## config.mk

```make
export PLATFORM = sky130hd
export DESIGN_NAME = dual_dispatch
export DESIGN_NICKNAME = d
export VERILOG_FILES = /design/src/rtl/dual_dispatch.sv
export SDC_FILE = /design/constraint.sdc
export NUM_CORES = 1
export LEC_CHECK = 0
export ABC_AREA = 1
export BUFFER_PORTS_ARGS = -buffer_cell sky130_fd_sc_hd__buf_2
export CORE_MARGIN = 1
export CORE_UTILIZATION = 30
export CTS_BUF_LIST = sky130_fd_sc_hd__clkbuf_16
export DETAILED_ROUTE_END_ITERATION = 10
export GPL_ROUTABILITY_DRIVEN = 0
export PLACE_DENSITY = 0.46
export SYNTH_ARGS = -nofsm -noshare
export SYNTH_HDL_FRONTEND = slang
export SYNTH_SLANG_ARGS = --single-unit
```

## constraint.sdc

```tcl
create_clock -name clk -period 6.25 [get_ports clk]
set_input_delay 1.25 -clock clk [delete_from_list [all_inputs] [get_ports clk]]
set_output_delay 1.25 -clock clk [all_outputs]
set_load 0.1 [all_outputs]
```

## src/rtl/dual_dispatch.sv

```systemverilog
`timescale 1ns/1ps
module dual_dispatch #(
  parameter int WIN     = 4,
  parameter int QDEPTH  = 4,
  parameter int IDW     = 8,
  parameter int LAT_ADD = 2,
  parameter int LAT_MUL = 3,
  parameter int CNTW    = 16
) (
  input  logic                     clk,
  input  logic                     rst,
  input  logic [WIN-1:0]           win_valid,
  input  logic [2*WIN-1:0]         win_kind,
  input  logic [WIN-1:0]           win_long,
  input  logic [IDW*WIN-1:0]       win_dest,
  output logic [$clog2(WIN+1)-1:0] take_cnt,
  output logic                     br_done,
  output logic [IDW-1:0]           br_dest,
  output logic                     cr_done,
  output logic [IDW-1:0]           cr_dest,
  output logic                     fx_done,
  output logic [IDW-1:0]           fx_dest,
  output logic                     fp_done,
  output logic [IDW-1:0]           fp_dest,
  output logic [CNTW-1:0]          retired
);
  localparam int CW = $clog2(WIN+1);
  localparam int QW = $clog2(QDEPTH+1);
  localparam int EW = IDW + 1;
  localparam logic [1:0] K_BR = 2'd0, K_CR = 2'd1, K_FX = 2'd2, K_FP = 2'd3;

  logic [QDEPTH-1:0][EW-1:0] fxq, fpq, fxq_n, fpq_n;
  logic [QW-1:0] fx_cnt, fp_cnt, fx_free, fp_free, fx_add, fp_add;
  logic [EW-1:0] fx_w0, fx_w1, fp_w0, fp_w1;
  logic [CW-1:0] took;
  logic [1:0] fwd;
  logic br_take, cr_take, fx_pop, fp_pop;
  logic [IDW-1:0] br_sel, cr_sel;
  logic [LAT_MUL-1:0] slot_v, slot_v_n;
  logic [LAT_MUL-1:0][IDW-1:0] slot_d, slot_d_n;

  assign fx_free = QW'(QDEPTH) - fx_cnt;
  assign fp_free = QW'(QDEPTH) - fp_cnt;
  assign take_cnt = took;

  always_comb begin
    logic stop;
    logic [1:0] kind;
    logic [EW-1:0] ent;
    stop = 1'b0;
    took = '0;
    fwd = '0;
    br_take = 1'b0; br_sel = '0;
    cr_take = 1'b0; cr_sel = '0;
    fx_add = '0; fp_add = '0;
    fx_w0 = '0; fx_w1 = '0; fp_w0 = '0; fp_w1 = '0;
    for (int i = 0; i < WIN; i++) begin
      kind = win_kind[2*i +: 2];
      ent  = {win_long[i], win_dest[IDW*i +: IDW]};
      if (!stop) begin
        if (!win_valid[i]) stop = 1'b1;
        else begin
          case (kind)
            K_BR: if (br_take) stop = 1'b1;
                  else begin br_take = 1'b1; br_sel = ent[IDW-1:0]; took = took + CW'(1); end
            K_CR: if (cr_take) stop = 1'b1;
                  else begin cr_take = 1'b1; cr_sel = ent[IDW-1:0]; took = took + CW'(1); end
            K_FX: if (fwd == 2'd2 || fx_add >= fx_free) stop = 1'b1;
                  else begin
                    if (fx_add == '0) fx_w0 = ent; else fx_w1 = ent;
                    fx_add = fx_add + QW'(1); fwd = fwd + 2'd1; took = took + CW'(1);
                  end
            K_FP: if (fwd == 2'd2 || fp_add >= fp_free) stop = 1'b1;
                  else begin
                    if (fp_add == '0) fp_w0 = ent; else fp_w1 = ent;
                    fp_add = fp_add + QW'(1); fwd = fwd + 2'd1; took = took + CW'(1);
                  end
          endcase
        end
      end
    end
  end

  function automatic logic [QDEPTH-1:0][EW-1:0] q_next(
    input logic [QDEPTH-1:0][EW-1:0] q,
    input logic                      pop,
    input logic [QW-1:0]             cnt,
    input logic [QW-1:0]             add,
    input logic [EW-1:0]             w0,
    input logic [EW-1:0]             w1);
    logic [QDEPTH-1:0][EW-1:0] r;
    logic [QW-1:0] base;
    r = q;
    if (pop) for (int k = 0; k < QDEPTH-1; k++) r[k] = q[k+1];
    base = cnt - QW'(pop);
    for (int k = 0; k < QDEPTH; k++) begin
      if (QW'(k) == base && add != '0) r[k] = w0;
      if (QW'(k) == base + QW'(1) && add == QW'(2)) r[k] = w1;
    end
    return r;
  endfunction

  assign fx_pop = fx_cnt != '0;
  assign fp_pop = (fp_cnt != '0) && !(!fpq[0][IDW] && slot_v[LAT_ADD]);
  assign fxq_n  = q_next(fxq, fx_pop, fx_cnt, fx_add, fx_w0, fx_w1);
  assign fpq_n  = q_next(fpq, fp_pop, fp_cnt, fp_add, fp_w0, fp_w1);

  always_comb begin
    slot_v_n = slot_v >> 1;
    slot_d_n = slot_d >> IDW;
    if (fp_pop) begin
      if (fpq[0][IDW]) begin
        slot_v_n[LAT_MUL-1] = 1'b1;
        slot_d_n[LAT_MUL-1] = fpq[0][IDW-1:0];
      end else begin
        slot_v_n[LAT_ADD-1] = 1'b1;
        slot_d_n[LAT_ADD-1] = fpq[0][IDW-1:0];
      end
    end
  end

  assign fp_done = slot_v[0];
  assign fp_dest = slot_d[0];

  always_ff @(posedge clk) begin
    fxq     <= fxq_n;
    fpq     <= fpq_n;
    slot_d  <= slot_d_n;
    br_dest <= br_sel;
    cr_dest <= cr_sel;
    fx_dest <= fxq[0][IDW-1:0];
    if (rst) begin
      fx_cnt  <= '0;
      fp_cnt  <= '0;
      slot_v  <= '0;
      br_done <= 1'b0;
      cr_done <= 1'b0;
      fx_done <= 1'b0;
      retired <= '0;
    end else begin
      fx_cnt  <= fx_cnt - QW'(fx_pop) + fx_add;
      fp_cnt  <= fp_cnt - QW'(fp_pop) + fp_add;
      slot_v  <= slot_v_n;
      br_done <= br_take;
      cr_done <= cr_take;
      fx_done <= fx_pop;
      retired <= retired + CNTW'(fx_done) + CNTW'(slot_v[0]);
    end
  end
endmodule

```

* Word-level counts from Yosys, hierarchy flattened
Cells that the tools add are included.
** Operators by class
- Reductions and logical operators :: 55
- $lt $le $gt $ge :: 8
- Multiplexer cells :: 224
- Bitwise operators :: 1
- Add/sub/neg operators :: 21
- Equality and inequality tests :: 29
** Operators with widths (number)
- 2-to-1 mux 9 bit :: 80
- 2-to-1 mux 8 bit :: 32
- 2-to-1 mux 3 bit :: 45
- 2-to-1 mux 27 bit :: 2
- 2-to-1 mux 1 bit :: 47
- case mux 3 bit (4 select lines) :: 3
- adder 3 x 1 -> 3 bit, second input constant :: 11
- adder 16 x 1 -> 16 bit :: 2
- zero test 3 bit :: 10
- nonzero test 3 bit :: 10
- equality test 2 x 3 -> 1 bit, first input constant :: 8
- equality test 2 bit, second input constant :: 11
- >= comparator 3 bit :: 6
- logical AND 1 bit :: 18
- 2-to-1 mux 2 bit :: 8
- equality test 1 x 3 -> 1 bit, first input constant :: 4
- case mux 3 bit (3 select lines) :: 1
- equality test 2 x 1 -> 1 bit, second input constant :: 4
- zero test 2 bit :: 4
- case mux 1 bit (4 select lines) :: 2
- case mux 2 bit (2 select lines) :: 2
- adder 3 bit :: 2
- equality test 3 x 2 -> 1 bit, second input constant :: 2
- >= comparator 1 x 3 -> 1 bit, first input constant :: 2
- 10 further kinds :: 22
** Storage, ports and cells
- Logic and storage cells :: 360
- Output and inout port bits :: 55
- Register bits :: 147
- Input bits :: 50

* Depth between registers and ports, before layout
- Depth after elaboration :: 27
- Gate-level depth with buffers :: 40
- Depth with buffers taken out :: 38

* Worst setup path after synthesis
No wires, ideal clock.
- Path type :: in2out
- Start point :: in win_valid[0]
- End point :: out take_cnt[1]
- Arrival :: 6.633 ns
- Stages on the path :: 29
- Data required time :: 5.000 ns
- Setup slack :: -1.633 ns
- Path through :: buf_4 nand3_2 clkbuf_1 ha_1 inv_1 nand2_1 nand2_1 nand3_1 nor2_1 nand2_1 clkbuf_1 inv_1 ha_1 nand2_1 nor2_1 nor2_1 nand4_1 nor2_1 nand3_2 xor2_1 inv_1 ha_1 o21ai_0 nand2_1 a21oi_1 nand2_1 o22ai_1 a21oi_1 o211ai_1
** On the way
- Longest elaborated chain between the ends :: 19
- Elaborated cells between the ends (all ways) :: 104
- Those cells by class :: add/sub (9); order compare (6); eq/ne (3); mux (80); reduce/logical (6)
** RTL lines
- from (decl) :: line 12 : input logic [WIN-1:0] win_valid,
- parallel branches: the longest is 18 deep, another holds >= comparator 3 bit
- 2-to-1 mux 3 bit * :: line 60 : if (!stop) begin
- to (decl) :: line 16 : output logic [$clog2(WIN+1)-1:0] take_cnt,
Mark *: on every way between the ends.

* Worst setup path after layout
- Start point :: in win_kind[0]
- End point :: out take_cnt[1]
** On the way
- Longest elaborated chain between the ends :: 21
- Elaborated cells between the ends (all ways) :: 116
- Those cells by class :: add/sub (9); order compare (6); eq/ne (6); mux (87); reduce/logical (8)
** RTL lines
- from (decl) :: line 13 : input logic [2*WIN-1:0] win_kind,
- parallel branches: the longest is 20 deep, another holds adder 3 x 1 -> 3 bit
- 2-to-1 mux 3 bit * :: line 60
Mark *: on every way between the ends. The select of a mux whose other input is x is not followed.

==> flow_metrics.tcl <==
set metrics [dict create \
    n_antenna_cell 0 \
    synth-edff-count 68 \
    fin_ws_ps -46.23 \
    root_buffer "clkbuf_16" \
    leakagePower_nw 6.197 \
    syn_inst 1339 \
    firstDrtPassIters 5 \
    yosysMostFrequentCell "nand2_1" \
    viasPerCell 4.702 \
    drc 0 \
    core_mm2 0.03147 \
    max-cap-violations 0 \
    synth_warnings 0 \
    synth_commonest_cells "nand2_1 (355), inv_1 (220), nand3_1 (152)" \
    dr.first_iter.drc_count 551 \
    internal_power_mw 2.889 \
    crit_path_frequent_cell "buf_4" \
    ys_seq_elements 144 \
    synthFlopType "dfxtp_1" \
    pwr-share-clk_pct 19.4 \
    synth_top_area_share_pct 21.31 \
    slew-limit-headroom_pct 30.81 \
    setup_violations 1 \
    critPathKind "primary input to output port" \
    portBuffers 104 \
    cp-end-kind "output port" \
    routed_wl_mm 28.49 \
    die_h_um 180.7 \
    drv_slew 0 \
    antenna_found_initial 0 \
    netlist_area_mm2 0.009584 \
    die_x_um 180.7 \
    synth_nets 1438 \
    finalPower_mw 5.406 \
    drive_gt1_share_pct 23.14 \
    cts_tree "yes" \
    cp-startpoint "win_kind[0]" \
    hpwl_mm 22.65 \
    power_density_mw_per_mm2 440.3 \
    numCtsBuffers 17 \
    grt_pass1_wl_mm 45.91 \
    vias 9165 \
    finalClockSkew_ps 15.75 \
    slowest_stage "ha_4" \
    track_usage_pct 17.81 \
    synth-simple-area-share_pct 31.44 \
    yosys-mux-area-fraction_pct 0.1175 \
    synth_top_family_by_area "simple AND/OR/NAND/NOR gates" \
    syn_avg_cell_area_um2 7.158 \
    synthArstFlopShare_pct 0 \
    seqPwrFrac_pct 27.5 \
    netSwitchingFraction_pct 46.56 \
    fmax_mhz 158.8 \
    fin_crit_ps 6296 \
    overflow 0 \
    finalHoldViolCount 0 \
    ir_drop_v 0.0002314 \
    comb_power_share_pct 53.1 \
    critPathLaunchType "primary input" \
    violations "negative setup slack" \
    ys_types 50 \
    clock_latency_ps 450 \
    start_util_pct 30.45 \
    critPathMaxStageDelay_ps 270 \
    period_share_pct 100.7 \
    crit_arrival_ps 5050 \
    yosysTopAreaCell "edfxtp_1" \
    whs_ps 327.0 \
    synth.area.top_cells "edfxtp_1 (21%), dfxtp_1 (16%), nand2_1 (14%), inv_1 (8.6%), nand3_1 (7.9%)" \
    rsz0062_at_grt "yes" \
    synth-compound-area-share_pct 12.40 \
    required_ps 5000 \
    rr_startpoint "fp_cnt[0]$_SDFF_PP0_" \
    htree_levels 4 \
    clk_pin_slew_ps 60 \
    nets 1633 \
    dieArea_mm2 0.03267 \
    wire_per_inst_um 14.62 \
    grt_pass1_vias 8803 \
    yosysSeqAreaShare_pct 37.18 \
    clockBufferDepth 2 \
    p_switching_mw 2.517 \
    synth_xor_area_share_pct 0.6397 \
    placement_rows 65 \
    area_growth_pct 28.11 \
    grt_max_degree 19 \
    min_from "slot_d[15]$_DFF_P_" \
    tightest_slew_ps 1030 \
    clock-sinks 144 \
    status "complete, but fails checks" \
    io_pins 105 \
    ant_nets 0 \
    hp-class "flip-flop to flip-flop" \
    synth-adder-area-share_pct 6.632 \
    critPathMaxFanout 4 \
]
sequential cells by signal, indices dropped and copies added (netlist names), 8 cells and up:
register  flops
fp_dest       8
slot_d       16
fx_dest       8
cr_dest       8
fpq          36
fxq          32
retired      16
br_dest       8
final timing paths:
check	cells after the start	slack, ps	to
min reg2reg	0	330	fp_dest[7]$_DFF_P_
max	31	-50	take_cnt[1]
max reg2reg	35	850	fxq[15]$_DFFE_PP_
min	0	330	fp_dest[7]$_DFF_P_
cell families (layout without fill, tap and decap cells):
| family | count (synthesis) | in the layout |
|---|---|---|
| adder cells (fa/ha/maj) | 49 | 49 |
| buffers and inverters | 271 | 479 |
| flip-flops | 144 | 144 |
| AO/OA/AOI/OAI | 198 | 198 |
| XOR/XNOR | 7 | 7 |
| AND/OR/NAND/NOR | 669 | 669 |
| multiplexers | 1 | 1 |
layout by cell type, fill, tap and decap left out, types with 13 or more instances in the layout:
cell type and instances:
a22oi_1 14, o21ai_0 67, o21ai_1 34, dfxtp_1 75, a21oi_1 19, o221ai_1 16
nand2_2 26, nand2_1 340, o211ai_1 17, ha_1 34, inv_1 212, clkbuf_16 18
nand4_1 19, nor2_1 83, nand3_1 148, buf_2 99, buf_4 108, edfxtp_1 68
inv_2 13
cell type report:
class	instances	area, um2
fill	3314	19200
multi-input combinational	924	5291
sequential	144	3565
timing repair buffer	214	1429
inverter	233	894.6
tap	402	503.0
clock buffer	17	425.4
clock inverter	15	170.2
metrics by stage:
| stage | utilization (%) | instance area, um2 | TNS, ps | cells | setup slack (ps) |
|---|---|---|---|---|---|
| finish | 39.01 | 12280 | -46.23 | 1949 | -46.23 |
| global route | 39.01 | 12280 | -697.0 | 1949 | -261.1 |
| CTS | 38.33 | 12060 | 0 | 1942 | 1.370 |
| detailed placement | 35.52 | 11180 | -719.7 | 1885 | -281.0 |
| global placement | 35.52 | 11180 | -366.7 | 1885 | -166.8 |
| floorplan | - | 9783 | -1139 | 1339 | -1125 |
routing by layer:
layer	vias up	global-route usage [%]	wire length, um
met5	-	0	0
met4	0	6.496	668
met3	41	2.842	1033
met2	219	28.93	13090
met1	4115	23.78	13700
li1	4790	-	-
power groups by stage:
stage	Clock, mW	Combinational [mW]	Sequential [mW]
6_report	1.05	2.87	1.49
5_1_grt	1.11	3.18	1.52
4_1_cts	1.07	2.77	1.49
3_5_place_dp	0	2.65	1.51
3_3_place_gp	0	2.63	1.50
2_1_floorplan	0	1.65	1.82
critical path: cells and delay by family:
family,cells,cell delay (ps)
compound gates,4,660
fa+ha+maj,2,520
buf+inv,16,1890
simple gates,9,720
repair_timing:
item                       4_1_cts  5_1_grt
hold buffers                     0        0
pin swaps                       18       30
gates resized for setup         25       35
buffers inserted                26        7
setup endpoints to repair        3        3
(Power assumes the default switching activity.)
